$ cat src/rtl/sdb_pkg.sv
`timescale 1ns/1ps
package sdb_pkg;

    typedef enum logic [1:0] {
        S_IDLE = 2'd0,
        S_RD   = 2'd1,
        S_WR   = 2'd2
    } sdb_state_t;

    localparam logic [2:0] BL_FULL = 3'd7;

    // true when the code yields a one-column burst (code 0 and reserved codes)
    function automatic logic len_is_one(input logic [2:0] code);
        return !(code == 3'd1 || code == 3'd2 || code == 3'd3 || code == BL_FULL);
    endfunction

endpackage

$ cat src/rtl/sdb_col_gen.sv
`timescale 1ns/1ps
module sdb_col_gen #(
    parameter int COL_W = 8
) (
    input  logic [COL_W-1:0] base,
    input  logic [COL_W-1:0] cnt,
    input  logic [2:0]       bl_code,
    input  logic             ilv,
    output logic [COL_W-1:0] col,
    output logic             last
);
    import sdb_pkg::*;

    logic [COL_W-1:0] mask;
    logic [COL_W-1:0] off;
    logic             full;

    always_comb begin
        full = (bl_code == BL_FULL);
        unique case (bl_code)
            3'd1:    mask = COL_W'(1);
            3'd2:    mask = COL_W'(3);
            3'd3:    mask = COL_W'(7);
            BL_FULL: mask = '1;
            default: mask = '0;
        endcase
        off  = (ilv && !full) ? (base ^ cnt) : (base + cnt);
        col  = (base & ~mask) | (off & mask);
        last = !full && (cnt == mask);
    end

endmodule

$ cat src/rtl/sdb_rd_pipe.sv
`timescale 1ns/1ps
module sdb_rd_pipe #(
    parameter int CL = 2,
    parameter int DW = 8
) (
    input  logic          clk,
    input  logic          rst_n,
    input  logic          en,
    input  logic          flush,
    input  logic          in_v,
    input  logic [DW-1:0] in_d,
    output logic          out_v,
    output logic [DW-1:0] out_d
);
    localparam int DEPTH = CL - 1;

    logic          v [DEPTH];
    logic [DW-1:0] d [DEPTH];

    for (genvar g = 0; g < DEPTH; g++) begin : g_stage
        logic          sv;
        logic [DW-1:0] sd;
        if (g == 0) begin : g_src
            assign sv = in_v;
            assign sd = in_d;
        end else begin : g_src
            assign sv = v[g-1];
            assign sd = d[g-1];
        end

        always_ff @(posedge clk or negedge rst_n) begin
            if (!rst_n)  v[g] <= 1'b0;
            else if (en) v[g] <= sv & ~flush;
        end

        always_ff @(posedge clk) begin
            if (en && sv) d[g] <= sd;
        end
    end

    assign out_v = v[DEPTH-1];
    assign out_d = d[DEPTH-1];

endmodule

$ cat src/rtl/sdb_col_burst.sv
`timescale 1ns/1ps
module sdb_col_burst #(
    parameter int COL_W = 8,
    parameter int DW    = 8,
    parameter int CL    = 2
) (
    input  logic             clk,
    input  logic             rst_n,
    input  logic             cke,
    input  logic             cmd_rd,
    input  logic             cmd_wr,
    input  logic [COL_W-1:0] col_in,
    input  logic [2:0]       bl_code,
    input  logic             ilv_mode,
    input  logic             wr_single,
    input  logic [DW-1:0]    dq_in,
    output logic [DW-1:0]    dq_out,
    output logic             dq_oe,
    output logic [COL_W-1:0] arr_col,
    output logic             arr_rd,
    output logic             arr_wr,
    output logic [DW-1:0]    arr_wdata,
    input  logic [DW-1:0]    arr_rdata
);
    import sdb_pkg::*;

    localparam logic [COL_W-1:0] CNT_ONE = COL_W'(1);

    sdb_state_t       state, nxt_state;
    logic [COL_W-1:0] base, nxt_base;
    logic [COL_W-1:0] cnt, nxt_cnt;
    logic             cke_q;
    logic             ien, rd_go, wr_go, flush;
    logic [COL_W-1:0] burst_col;
    logic             burst_last;

    sdb_col_gen #(.COL_W(COL_W)) u_col (
        .base    (base),
        .cnt     (cnt),
        .bl_code (bl_code),
        .ilv     (ilv_mode),
        .col     (burst_col),
        .last    (burst_last)
    );

    sdb_rd_pipe #(.CL(CL), .DW(DW)) u_pipe (
        .clk   (clk),
        .rst_n (rst_n),
        .en    (ien),
        .flush (flush),
        .in_v  (arr_rd),
        .in_d  (arr_rdata),
        .out_v (dq_oe),
        .out_d (dq_out)
    );

    // state register: advances only on internal (non-suspended) edges
    always_ff @(posedge clk or negedge rst_n) begin
        if (!rst_n) begin
            cke_q <= 1'b1;
            state <= S_IDLE;
            base  <= '0;
            cnt   <= '0;
        end else begin
            cke_q <= cke;
            if (cke_q) begin
                state <= nxt_state;
                base  <= nxt_base;
                cnt   <= nxt_cnt;
            end
        end
    end

    // next state and outputs
    always_comb begin
        ien       = cke_q;
        rd_go     = ien & cmd_rd;
        wr_go     = ien & cmd_wr & ~cmd_rd;
        nxt_state = state;
        nxt_base  = base;
        nxt_cnt   = cnt;
        arr_col   = burst_col;
        arr_wr    = 1'b0;
        arr_rd    = (state == S_RD) && !wr_go;
        flush     = wr_go;
        arr_wdata = dq_in;

        if (rd_go) begin
            nxt_state = S_RD;
            nxt_base  = col_in;
            nxt_cnt   = '0;
        end else if (wr_go) begin
            arr_wr  = 1'b1;
            arr_col = col_in;
            nxt_base = col_in;
            nxt_cnt  = CNT_ONE;
            nxt_state = (wr_single || len_is_one(bl_code)) ? S_IDLE : S_WR;
        end else begin
            unique case (state)
                S_IDLE: ;
                S_RD: begin
                    if (burst_last) nxt_state = S_IDLE;
                    else            nxt_cnt   = cnt + CNT_ONE;
                end
                S_WR: begin
                    arr_wr = ien;
                    if (burst_last) nxt_state = S_IDLE;
                    else            nxt_cnt   = cnt + CNT_ONE;
                end
                default: nxt_state = S_IDLE;
            endcase
        end
    end

endmodule

$ cat config.mk
export PLATFORM = sky130hd
export DESIGN_NAME = sdb_col_burst
export DESIGN_NICKNAME = d
export VERILOG_FILES = /design/src/rtl/sdb_pkg.sv /design/src/rtl/sdb_col_gen.sv /design/src/rtl/sdb_rd_pipe.sv /design/src/rtl/sdb_col_burst.sv
export SDC_FILE = /design/constraint.sdc
export NUM_CORES = 1
export LEC_CHECK = 0
export BUFFER_PORTS_ARGS = -buffer_cell sky130_fd_sc_hd__buf_4
export CAP_MARGIN = 5
export CORE_MARGIN = 2
export CORE_UTILIZATION = 50
export CTS_CLUSTER_DIAMETER = 200
export DETAILED_ROUTE_END_ITERATION = 10
export HOLD_SLACK_MARGIN = 0.05
export PLACE_DENSITY = 0.75
export SLEW_MARGIN = 20
export SYNTH_ARGS = -nofsm -noshare
export SYNTH_HDL_FRONTEND = slang
export SYNTH_SLANG_ARGS = --single-unit
$ cat constraint.sdc
create_clock -name clk -period 5.2 [get_ports clk]
set_input_delay 1.04 -clock clk [delete_from_list [all_inputs] [get_ports clk]]
set_output_delay 1.04 -clock clk [all_outputs]
set_load 0.02 [all_outputs]
==> results of run 1 <==
## power by group through the flow
stage | clock network, mW | logic [mW] | registers [mW]
2_1_floorplan | 0 | 0.142 | 0.281
3_3_place_gp | 0 | 0.211 | 0.276
3_5_place_dp | 0 | 0.212 | 0.276
4_1_cts | 0.179 | 0.213 | 0.272
5_1_grt | 0.188 | 0.235 | 0.276
6_report | 0.174 | 0.212 | 0.272
## final cells by class
| cell class | instances | area share, % |
|---|---|---|
| clock buffer | 3 | 1.78 |
| clock inverter | 1 | 1.29 |
| inverter | 10 | 1.61 |
| multi-input combinational | 169 | 46.6 |
| sequential | 28 | 31.9 |
| tap | 48 | 2.58 |
| timing repair buffer | 44 | 14.2 |
## kinds of logic after synthesis
group	after synthesis	synth area share [%]
mux	3	1.52
simple gates	91	21.7
flops	28	37.4
fa+ha+maj	12	7.95
compound gates	57	21.0
xor+xnor	6	2.65
buf+inv	28	7.83
## layer usage
layer	routed length [um]	up-vias	track usage, %
li1	-	872	-
met2	2140	55	34.9
met4	47	0	5.87
met1	1960	824	28.8
met5	0	-	0
met3	291	8	4.39
## through the flow
stage	instance area, um^2	worst slack, ps	std cells	hold slack [ps]
2_1_floorplan	1980	1710	225	474
3_3_place_gp	2250	1590	299	464
3_5_place_dp	2250	1540	299	482
4_1_cts	2330	1540	303	506
5_1_grt	2330	1390	303	530
6_report	2330	1530	303	500
## cell usage after synthesis, types with 2 or more instances
cell type  instances  area (um^2)
nand2_1           33          124
nor2_1            23         86.3
dfrtp_1           19          475
a21oi_1           14         70.1
ha_1              11          138
inv_1             10         37.5
buf_4              9         67.6
nand3_1            9         45.0
edfxtp_1           8          240
o21ai_0            8         40.0
a21o_1             5         37.5
clkbuf_1           5         18.8
and3_1             4         25.0
nor3_1             4         20.0
o211ai_1           4         30.0
xor2_1             4         35.0
mux2i_1            3         30.0
nand4_1            3         18.8
o21a_1             3         22.5
a211oi_1           2         15.0
a221oi_1           2         17.5
a311oi_1           2         17.5
a41oi_1            2         17.5
and2_1             2         12.5
buf_6              2         22.5
nand2b_1           2         12.5
nand3b_1           2         15.0
o31ai_1            2         15.0
or4_1              2         15.0
xnor2_1            2         17.5
## worst max path at each step
| stage | end | slack, ps |
|---|---|---|
| floorplan | arr_col[7] | 1710 |
| global placement | arr_col[7] | 1590 |
| detailed placement | arr_col[7] | 1540 |
| CTS | arr_col[7] | 1540 |
| global route | arr_col[7] | 1390 |
| finish | arr_col[7] | 1530 |
## cells in the final DEF, fill, tap and decap left out, types with 5 or more instances in the layout
| cell | instances |
|---|---|
| a21o_1 | 5 |
| a21oi_1 | 14 |
| buf_4 | 44 |
| dfrtp_1 | 19 |
| edfxtp_1 | 8 |
| ha_1 | 11 |
| inv_1 | 10 |
| nand2_1 | 33 |
| nand3_1 | 9 |
| nor2_1 | 23 |
| o21ai_0 | 8 |
## registers in the layout, summed over array words and instances (netlist names)
register / flops
cnt: 8
cke_q: 1
u_pipe.out_v: 1
state: 2
u_pipe.d: 8
base: 8
==> impl_metrics.ini, run 1 <==
[logic_synthesis]
avgSynthCellArea_um2 = 8.81
syn_nets = 271
yosys_warnings = 0
synth_seq_cells = 28
seq_area_frac_synth_pct = 37.4
synth_edf_count = 8
synth_cells = 225
synth_area_mm2 = 0.00198
async_flop_share_pct = 71.4
yosysUniqueCellTypes = 54
synth_ff_type = dfrtp_1

[critical_path]
rrSetupSlack_ps = 3030
path_common_cell = buf_4
path_delay_family = simple AND/OR/NAND/NOR gates
r2r_cells = 5
rr_endpoint = state[1]
path_max_fanout = 14
cp_data_required_time_ps = 4160
crit_slowest_cell = or4_1
path_cells = buf_4 > and3b_1 > or4_1 > a221oi_1 > nor2_1 > nand3_1 > buf_4
startpoint_type = input port
worst_setup_path_end_kind = output pin
rr_startpoint = cnt[5]
worst-path-buf-inv = 2
cp-startpoint = cmd_wr
slowest_delay_ps = 530
crit_arrival_ps = 2630
critical_path_class = input port to output pin
cp.depth = 7

[power_and_ir_drop]
p_switching_uw = 211
power_uw = 658
power_frac_seq_pct = 41.3
p_clk_share_pct = 26.4
combPwrFrac_pct = 32.3
power_leakage_nw = 1.11
p_sw_share_pct = 32.1
p_int_uw = 447
ir_drop_mv = 0.209
p_per_area_mw_per_mm2 = 283

[final_layout]
register_area_um2 = 742
syn_to_final_growth_pct = 17.4
nFillCells = 344
nNetsFinal = 302
n_antenna_cell = 0
drive_above_1_share_pct = 22.0
final_util_pct = 62.1
multi_input_area_mm2 = 0.00108

[die]
die_y_um = 67.0
core_mm2 = 0.00374
initial_utilization_pct = 52.9
die_width_um = 67.0
std_cell_rows = 22
die_area_mm2 = 0.00448
pin_count = 61

[cts]
clockBufferDepth = 2
hold_buffers = 0
cts_resized = 0
post-cts-setup-buffers = 0
clock_sinks = 28
htreeDepth = 1
cts_made_buffers = 3
cts_tree = done
root_buffer = clkbuf_8
clkSlewWorstSetupHoldPaths_ps = 100
clk_latency_ps = 280

[sta]
rsz0062_at_grt = false
fin_crit_ps = 3670
skew_ps = 6.00
timing.final.crit_share_pct = 70.6
worst_pin_slew_ps = 1010
relSlewSlack_pct = 32.6
timing.final.hold_violations = 0
drv_slew = 0
tns_ps = 0
max_freq_mhz = 272
finalSetupViolations = 0

[grt]
grt_usage_pct = 21.4
grt_pass1_wl_mm = 7.40
gr-total-overflow = 0
antenna_found_initial = 0
grt_max_degree = 21
grt_pass1_vias = 1639

[route]
drcViolationCount = 0
via_count = 1759
drt_iter0_drc = 131
drt_first_pass_iters = 5
wl_per_cell_um = 14.6
ant_nets = 0
routed_wl_mm = 4.43
viasPerCell = 5.81

[hold_path]
min_to = u_pipe.out_v
worstHoldStart = u_pipe.out_v
holdPathStages = 1
hold_class = flip-flop to flip-flop

[outcome]
outcome = completed

[place]
gp_congestion = 0.856
dpl.hpwl_mm = 3.31
numPortBuffers = 44

[job]
drv_cap = 0
Note: power is estimated with default switching activity, not from simulation.
==> run 2, diff against run 1 <==
- clock period: 5.2 -> 3.78 ns (I/O delays scaled with it)
==> run 2 against run 1 <==
  * Total power rose by 39%
  * Highest routed layer unchanged
  * First-iteration DRC count rose by 15%
  * Count of clock-buffer cells in the layout did not move
  * Die area did not move
  * Critical path type is now flip-flop to output pin
  * Global-route usage rose by 0.16 points
  * Sequential share of layout area fell by 0.10 points
  * Final cell count rose by 0.33%
  * Critical path depth rose by 2
==> impl_metrics.ini, run 2 (synthesis results as in run 1) <==
[route]
viasPerCell = 5.75
routed_wl_mm = 4.64
drt_first_pass_iters = 4
via_count = 1748
drcViolationCount = 0
ant_nets = 0
wl_per_cell_um = 15.3
drt_iter0_drc = 151

[critical_path]
rrSetupSlack_ps = 1610
path_delay_family = adder cells
path_max_fanout = 9
worst-path-buf-inv = 2
critical_path_class = flip-flop to output pin
slowest_delay_ps = 530
crit_slowest_cell = dfrtp_1
worst_setup_path_end_kind = output pin
r2r_cells = 5
path_cells = ha_1 > inv_1 > fa_1 > nor2b_1 > o21a_1 > o31a_1 > o211ai_1 > nor2_1 > buf_4
rr_startpoint = cnt[5]
startpoint_type = flip-flop
cp_data_required_time_ps = 3020
rr_endpoint = state[1]
crit_arrival_ps = 2320

[die]
die_y_um = 67.0
die_width_um = 67.0
core_mm2 = 0.00374
std_cell_rows = 22
pin_count = 61
initial_utilization_pct = 52.9
die_area_mm2 = 0.00448

[cts]
htreeDepth = 1
hold_buffers = 0
clk_latency_ps = 280
cts_tree = done
clockBufferDepth = 2
post-cts-setup-buffers = 0
cts_resized = 0
clock_sinks = 28
clkSlewWorstSetupHoldPaths_ps = 100
cts_made_buffers = 3
root_buffer = clkbuf_8

[final_layout]
final_cell_mix = buf_4, nand2_1, nor2_1
largestRegisters = base (8), cnt (8), u_pipe.d (8)
drive_above_1_share_pct = 22.3
final_common_cell = buf_4
n_antenna_cell = 0
nNetsFinal = 303
syn_to_final_growth_pct = 17.7

[power_and_ir_drop]
p_sw_share_pct = 32.5
p_int_uw = 617
combPwrFrac_pct = 32.6
p_clk_share_pct = 26.4
power_leakage_nw = 1.11
ir_drop_mv = 0.172
p_per_area_mw_per_mm2 = 392
power_frac_seq_pct = 41.1
power_uw = 914
p_switching_uw = 297

[sta]
max_freq_mhz = 325
rsz0062_at_grt = false
skew_ps = 3.35
timing.final.hold_violations = 0
timing.final.crit_share_pct = 81.4
fin_crit_ps = 3080
relSlewSlack_pct = 37.8
tns_ps = 0
worst_pin_slew_ps = 927
finalSetupViolations = 0
drv_slew = 0

[grt]
antenna_found_initial = 0
grt_usage_pct = 21.6
grt_pass1_wl_mm = 7.45
grt_max_degree = 21
grt_pass1_vias = 1614
gr-total-overflow = 0

[place]
gp_congestion = 0.856
dpl.hpwl_mm = 3.40
numPortBuffers = 44

[job]
drv_cap = 0

[hold_path]
hold_class = input port to asynchronous set/reset pin

[outcome]
outcome = completed
## run 2: worst register-to-register path: cells and delay by family (launching register included)
kind	cells	cell delay (ps)
compound gates	3	800
flops	1	460
simple gates	2	800
## run 2: how the worst max path moves through the flow
stage	from	to	slack [ps]	cells after the start
2_1_floorplan	cmd_rd	arr_col[7]	860	6
3_3_place_gp	cmd_wr	arr_col[7]	730	7
6_report	cnt[0]	arr_col[6]	700	9
4_1_cts	cnt[0]	arr_col[6]	710	9
5_1_grt	cnt[0]	arr_col[4]	520	9
3_5_place_dp	cmd_wr	arr_col[7]	700	7
## run 2: per-stage QoR
step                cells  hold slack [ps]  setup slack, ps  utilization [%]  cell area (um^2)
finish                304              340              703             62.3              2330
global route          304              348              524             62.3              2330
CTS                   304              350              709             62.3              2330
detailed placement    300              494              705             60.4              2260
global placement      300              464              735             60.4              2260
floorplan             225              460              856                -              1980
## run 2: area by class of cell
class                   count  area (um^2)
fillers                   344         1410
multi-input cells         169         1080
flip-flops and latches     28          742
repair buffers             45          338
well taps                  48         60.1
clock buffers               3         41.3
inverters                  10         37.5
clock inverters             1         30.0
## run 2: per-layer routing
layer | GRT usage (%) | up-vias | part of all wire (%)
li1 | - | 868 | -
met1 | 29.2 | 813 | 46
met2 | 37.1 | 61 | 47
met3 | 1.52 | 6 | 6.0
met4 | 5.87 | 0 | 0.88
met5 | 0 | - | 0
## run 2: power groups by stage
stage	registers, mW	clock network (mW)	logic (mW)
6_report	0.375	0.241	0.297
5_1_grt	0.379	0.254	0.325
4_1_cts	0.375	0.244	0.298
3_5_place_dp	0.381	0	0.296
3_3_place_gp	0.380	0	0.291
2_1_floorplan	0.386	0	0.196
